File: src/rtl/wdt_windowed.sv
module wdt_windowed #(
  parameter int CNT_W       = 16,
  parameter int FAST_DIV    = 2,
  parameter int SLOW_DIV    = 128,
  parameter int HOLD_CYCLES = 16
) (
  input  logic               clk,
  input  logic               rst_n,
  input  logic               svc_i,
  input  logic               dis_i,
  input  logic               init_done_i,
  input  logic               div_sel_i,
  input  logic [CNT_W/2-1:0] reload_i,
  output logic               wd_rst_o,
  output logic               rst_out_n
);
  localparam int RL_W   = CNT_W / 2;
  localparam int PRE_W  = (SLOW_DIV > 2) ? $clog2(SLOW_DIV) : 1;
  localparam int HOLD_W = $clog2(HOLD_CYCLES + 1);

  logic [CNT_W-1:0]  cnt;
  logic [PRE_W-1:0]  pre;
  logic [HOLD_W-1:0] hold;
  logic              en, init_seen, slow_q;

  wire              holding  = (hold != '0);
  wire [PRE_W-1:0]  pre_last = slow_q ? PRE_W'(SLOW_DIV - 1) : PRE_W'(FAST_DIV - 1);
  wire              tick     = en && (pre == pre_last);
  wire              fire     = tick && (&cnt) && !svc_i;

  assign rst_out_n = !holding;

  always_ff @(posedge clk or negedge rst_n) begin
    if (!rst_n) begin
      cnt       <= '0;
      pre       <= '0;
      hold      <= '0;
      en        <= 1'b1;
      init_seen <= 1'b0;
      slow_q    <= 1'b0;
      wd_rst_o  <= 1'b0;
    end else if (holding) begin
      hold      <= hold - 1'b1;
      cnt       <= '0;
      pre       <= '0;
      en        <= 1'b1;
      init_seen <= 1'b0;
      slow_q    <= 1'b0;
      wd_rst_o  <= 1'b0;
    end else begin
      wd_rst_o <= fire;
      if (fire) begin
        hold      <= HOLD_W'(HOLD_CYCLES);
        cnt       <= '0;
        pre       <= '0;
        en        <= 1'b1;
        init_seen <= 1'b0;
        slow_q    <= 1'b0;
      end else begin
        if (init_done_i) init_seen <= 1'b1;
        if (dis_i && !init_seen) en <= 1'b0;
        if (svc_i) begin
          cnt    <= {reload_i, {(CNT_W - RL_W){1'b0}}};
          pre    <= '0;
          slow_q <= div_sel_i;
        end else if (en) begin
          pre <= tick ? '0 : pre + 1'b1;
          if (tick) cnt <= cnt + 1'b1;
        end
      end
    end
  end

  assert_pulse_with_low_R4: assert property (@(posedge clk) disable iff (!rst_n)
    wd_rst_o |-> !rst_out_n);
  assert_single_pulse_R4: assert property (@(posedge clk) disable iff (!rst_n)
    wd_rst_o |=> !wd_rst_o);
  assert_held_defaults_R7: assert property (@(posedge clk) disable iff (!rst_n)
    !rst_out_n |-> (cnt == '0 && en && !init_seen));
  assert_stopped_stays_R5: assert property (@(posedge clk) disable iff (!rst_n)
    !en |=> (!en && !wd_rst_o));
  assert_late_disable_ignored_R6: assert property (@(posedge clk) disable iff (!rst_n)
    (init_seen && en) |=> en);
  assert_service_load_R2: assert property (@(posedge clk) disable iff (!rst_n)
    (svc_i && rst_out_n) |=> (cnt == {$past(reload_i), {(CNT_W - RL_W){1'b0}}} && !wd_rst_o));
endmodule

File: config.mk
export PLATFORM = sky130hd
export DESIGN_NAME = wdt_windowed
export DESIGN_NICKNAME = d
export VERILOG_FILES = /design/src/rtl/wdt_windowed.sv
export SDC_FILE = /design/constraint.sdc
export NUM_CORES = 1
export LEC_CHECK = 0
export ABC_AREA = 1
export BUFFER_PORTS_ARGS = -buffer_cell sky130_fd_sc_hd__buf_4
export CAP_MARGIN = 10
export CORE_MARGIN = 2
export CORE_UTILIZATION = 35
export CTS_BUF_LIST = sky130_fd_sc_hd__clkbuf_4
export DETAILED_ROUTE_END_ITERATION = 12
export MAX_ROUTING_LAYER = met4
export PLACE_DENSITY = 0.51
export SLEW_MARGIN = 20
export SYNTH_ARGS = -nofsm -noshare
export SYNTH_HDL_FRONTEND = slang
export SYNTH_SLANG_ARGS = --single-unit
File: constraint.sdc
create_clock -name clk -period 4.4 [get_ports clk]
set_clock_uncertainty 0.2 [all_clocks]
set_input_delay 0.88 -clock clk [delete_from_list [all_inputs] [get_ports clk]]
set_output_delay 0.88 -clock clk [all_outputs]
set_load 0.005 [all_outputs]
==> run metrics, run 1 <==
DIE AREA=0.00632 sq mm; CTS root buffer=clkbuf_4; placed insts=358; vias in the first global route=1692; setup TNS=0 ns; Worst path max stage delay=0.37 ns; share of cells above drive strength 1=0.129; top-count cell post-synth=nand2_1; initial antenna violation count=0; H-Tree Level Count=2; CTS resizes=0; Synth Warn #=0; DP Worst Slack=1.86 ns; Residual DRC=0; total number of vias=1726; pwr/cell area=270 mW/mm^2; critical path class=flip-flop to output port; final number of setup-violating endpoints=0; Clk Latency, worst-skew pair=0.34 ns; fill count=587; RSZ-0062 raised after global routing=false; number of enable flip-flop cells after synthesis=0; Clock Pin Slew Worst Setup and Hold Paths=0.11 ns; Buf/Inv on CP=3; period utilization=0.639; DRT iter0 DRCs=98; Worst Max-Slew Pin Slew=0.741 ns; starting density of the core=0.362; Required @ worst endpoint=3.32 ns; reg2reg setup slack=2.00 ns; antenna fix cells=0; Die X=79.5 microns; pin count of the biggest net entering global routing=33; ys async rst share=1.00; Post-Syn Area=0.00200 sq mm; predominant post-synthesis flop cell=dfrtp_1; worst-path fanout max=9; Slew Limit Fails=0; Mean Syn Cell Area=7.18 sq um; syn nets=296; Ports=16; Crit path arrival time=1.73 ns; sequential share of the synthesized area=0.402; cts hold-fix bufs=0; CP delay by family, top=buffers and inverters; wire per inst=12.3 microns; Peak VDD IR=0.0992 mV; Buffers on Ports=15; remaining global-route overflow=0; Post-Synth Simple-Gate Area=0.374; Clock Path Buffers=2; Slowest-stage cell, CP=dfrtp_1; global-route wire length before repair=8.00 mm; cells taking the most area after synthesis=dfrtp_1 39%, nand2_1 16%, nand3_1 7.5%; final hold violations=0; Critical Path Sink Type=output port; setup bufs post-CTS=0; crit path cell chain=inv_1 -> ha_1 -> nand3_4 -> clkinv_1 -> buf_4; hold crit path type=input port to asynchronous set/reset pin; clock sink count=32; biggest area consumer among synthesized cells=dfrtp_1; row count=27; post-synthesis compound-gate area fraction=0.0765; Post-synth top cells=83 x nand2_1, 34 x inv_1, 34 x nor2_1; Post-Synthesis Cells=278; CORE AREA=0.00551 sq mm; vias per cell=4.72; CTS tree=built; Peak Freq=356 MHz; CTS Buf Count=5; Post-Synth Adder-Cell Area=0.0251; Synth top area share=0.389; hold slack=0.259 ns; area grow syn2layout=9.72%; Synth cell types=29; Final WS setup=1.59 ns; status=completed; DP Wirelength=3.12 mm; xor and xnor fraction of the mapped netlist area=0.0263; GP Congestion=0.797; final wirelength=4.50 mm; nets@finish=311; startpoint types=flip-flop; Non-Filler Instances=366; largest family of logic cells by synthesized area=simple AND/OR/NAND/NOR gates; #FFs+latches synth=32; height of the chip=79.5 microns; Lkg Pwr=1.14 nW; Slew headroom=0.503; Routed Antenna Nets=0; min cycle time layout=2.81 ns; drt first pass iters=4; total of max-cap violations=0; gr usage total=0.168; mux contribution to synthesized area=0
flip-flops by register name, indices dropped and copies added (netlist names):
register and cells:
cnt 16, en 1, hold 5, init_seen 1, pre 7, slow_q 1
wd_rst_o 1
path summary, 6_finish.rpt:
check                                     from                   to  cells past startpoint
max                        hold[1]$_DFFE_PN0P_            rst_out_n                      5
min                                      rst_n  cnt[14]$_DFFE_PN0P_                      1
max reg2reg                 cnt[0]$_DFFE_PN0P_   slow_q$_DFFE_PN0P_                      8
min reg2reg                     en$_DFFE_PN1P_       en$_DFFE_PN1P_                      2
max in group asynchronous                rst_n       en$_DFFE_PN1P_                      1
min in group clk                en$_DFFE_PN1P_       en$_DFFE_PN1P_                      2
power breakdown:
group / switching (mW) / internal (mW)
Sequential: 0.0204 / 0.311
Clock: 0.114 / 0.0587
Combinational: 0.0529 / 0.0335
final cells by class:
cell class	instances	area, sq um	area share
multi-input combinational	204	1000	0.458
timing repair buffer	15	113	0.0514
inverter	35	131	0.0600
clock inverter	3	13.8	0.00629
tap	72	90.1	0.0411
sequential	32	802	0.366
clock buffer	5	37.5	0.0171
cells in the final DEF, fill, tap and decap left out, types with 5 or more instances in the layout:
cell type / synthesis / routed
nand4_1: 7 / 7
nor2_1: 34 / 34
o21ai_0: 12 / 12
nand2_1: 83 / 83
nand3_1: 30 / 30
clkbuf_4: 0 / 5
inv_1: 34 / 34
dfrtp_1: 31 / 31
xor2_1: 6 / 6
buf_4: 0 / 15
layer usage:
metal,global-route usage,wire (microns)
met5,-,0
met4,0.0724,49
met3,0.0294,152
met2,0.242,2030
met1,0.231,2260
stage by stage:
stage | total power, mW | utilization | instance area (sq um)
2_1_floorplan | 0.397 | - | 2000
3_3_place_gp | 0.425 | 0.388 | 2140
3_5_place_dp | 0.425 | 0.388 | 2140
4_1_cts | 0.603 | 0.398 | 2190
5_1_grt | 0.629 | 0.398 | 2190
6_report | 0.590 | 0.398 | 2190
cell families after synthesis:
kind of cell,Yosys count
flops,32
fa+ha+maj,4
buf+inv,42
compound gates,26
xor+xnor,6
simple gates,168
(Power assumes the default switching activity.)
==> run 2, diff against run 1 <==
- PLACE_DENSITY: 0.51 -> 0.53
- clock period: 4.4 -> 2.29 ns (I/O delays scaled with it)
==> run 2 against run 1 <==
Net effect:
- final area is 3.6% higher
- via count is 2.0% higher
- routed wire length is 0.89% lower
- die area stayed put
==> run metrics, run 2 (synthesized netlist as in run 1, its figures left out) <==
Clock Pin Slew Worst Setup and Hold Paths=0.10 ns (about the same); Slew Limit Fails=0 (unchanged); crit path cell chain=inv_1 -> ha_1 -> nand3_4 -> clkinv_1 -> buf_4; Lkg Pwr=1.18 nW (+3.6%); area grow syn2layout=13.7%; drt first pass iters=5 (+1); H-Tree Level Count=2 (unchanged); wire per inst=11.9 microns (-2.7%); Biggest register=cnt; commonest non-fill, non-tap cell in the layout=nand2_1; pwr/cell area=542 mW/mm^2 (+100%); RSZ-0062 raised after global routing=false; Slew headroom=0.714 (+0.211); status=completed; Ports=16 (unchanged); hold crit path type=input port to flip-flop; Critical Path Sink Type=output port; antenna fix cells=0 (unchanged); pin count of the biggest net entering global routing=33 (unchanged); Worst Max-Slew Pin Slew=0.429 ns (-0.312 ns); remaining global-route overflow=0 (unchanged); Die X=79.5 microns (unchanged); final wirelength=4.46 mm (-0.89%); DP Wirelength=3.28 mm (+5.1%); setup bufs post-CTS=0 (unchanged); Routed Antenna Nets=0 (unchanged); leading registers by flop count=cnt: 16 flops, pre: 7 flops, hold: 5 flops; final number of setup-violating endpoints=0 (unchanged); Non-Filler Instances=373 (+1.9%); GP Congestion=0.844 (+5.9%); total of max-cap violations=0 (unchanged); CTS Buf Count=5 (unchanged); CTS tree=built; gr usage total=0.163 (-0.00460); DRT iter0 DRCs=112 (+14%); initial antenna violation count=0 (unchanged); vias per cell=4.72 (+0.11%); vias in the first global route=1660 (-1.9%); Finished Cell Area=0.00227 sq mm (+3.6%); Clk Latency, worst-skew pair=0.33 ns (about the same); Slowest-stage cell, CP=dfrtp_1; Final WS setup=0.219 ns (-1.37 ns); total number of vias=1761 (+2.0%); most frequent cells in the layout=83 x nand2_1, 34 x inv_1, 34 x nor2_1; overall power=1.23 mW (+110%); placed insts=364 (+1.7%); max reg flops=16 (unchanged); CTS resizes=0 (unchanged); critical path class=flip-flop to output port; worst-path fanout max=8 (-1); Clock Path Buffers=2 (unchanged); setup TNS=0 ns (unchanged); fill count=577 (-1.7%); Peak VDD IR=0.372 mV (+280%); Core Util, Final=0.412 (+0.0143); Crit path arrival time=1.41 ns (-0.32 ns); share of cells above drive strength 1=0.143 (+0.0136); clock sink count=32 (unchanged); Buffers on Ports=15 (unchanged); global-route wire length before repair=7.74 mm (-3.3%); min cycle time layout=2.07 ns; hold slack=0.158 ns (-0.102 ns); Peak Freq=483 MHz; startpoint types=flip-flop; starting density of the core=0.362 (unchanged); Worst path max stage delay=0.37 ns (about the same); Residual DRC=0 (unchanged); area of placed instances=0.00218 sq mm (+2.1%); Buf/Inv on CP=3 (unchanged); height of the chip=79.5 microns (unchanged); CORE AREA=0.00551 sq mm (unchanged); Required @ worst endpoint=1.63 ns (-1.69 ns); final hold violations=0 (unchanged); DP Worst Slack=0.304 ns (-1.56 ns); DIE AREA=0.00632 sq mm (unchanged); nets@finish=318 (+2.3%); period utilization=0.904; CTS root buffer=clkbuf_4; row count=27 (unchanged); cts hold-fix bufs=1 (+1); CP delay by family, top=flip-flops
==> run 2: final timing paths <==
kind | to | from | cells past startpoint | slack (ns)
worst max-delay path | rst_out_n | hold[1]$_DFFE_PN0P_ | 5 | 0.22
worst min-delay path | init_seen$_DFFE_PN0P_ | init_done_i | 3 | 0.16
worst max register to register | pre[1]$_DFFE_PN0P_ | hold[1]$_DFFE_PN0P_ | 8 | 0.30
worst min register to register | en$_DFFE_PN1P_ | en$_DFFE_PN1P_ | 2 | 0.30
max in group asynchronous | en$_DFFE_PN1P_ | rst_n | 2 | 1.16
min in group asynchronous | cnt[11]$_DFFE_PN0P_ | rst_n | 2 | 0.38
==> run 2: final cells by class <==
class                           instances  area (sq um)  share of cell area
Clock inverter                          3          37.5              0.0165
Multi-Input combinational cell        204          1000               0.442
Inverter                               35           131              0.0579
Tap cell                               72          90.1              0.0397
Clock buffer                            5          37.5              0.0165
Sequential cell                        32           802               0.354
Timing Repair Buffer                   22           168              0.0739
==> run 2: where the power goes <==
part / internal [mW] / leakage [nW] / total (mW) / switching [mW]
registers: 0.598 / 0.422 / 0.635 / 0.0371
clock network: 0.223 / 0.0403 / 0.420 / 0.197
logic: 0.0712 / 0.722 / 0.174 / 0.103
total: 0.892 / 1.18 / 1.23 / 0.337
==> run 2: per-layer routing <==
layer	wire (microns)	track usage	vias up
met5	0	-	-
met4	81	0.0621	0
met3	247	0.0385	10
met2	1850	0.239	43
met1	2270	0.219	787
li1	-	-	921
==> run 2: worst register-to-register path, delay by kind of cell (launching register included) <==
kind                       cells  cell delay (ns)
and+or+nand+nor                4             0.52
buffers and inverters          2             0.43
DFF                            1             0.40
adders and majority gates      1             0.21
AOI/OAI and AO/OA              1             0.16
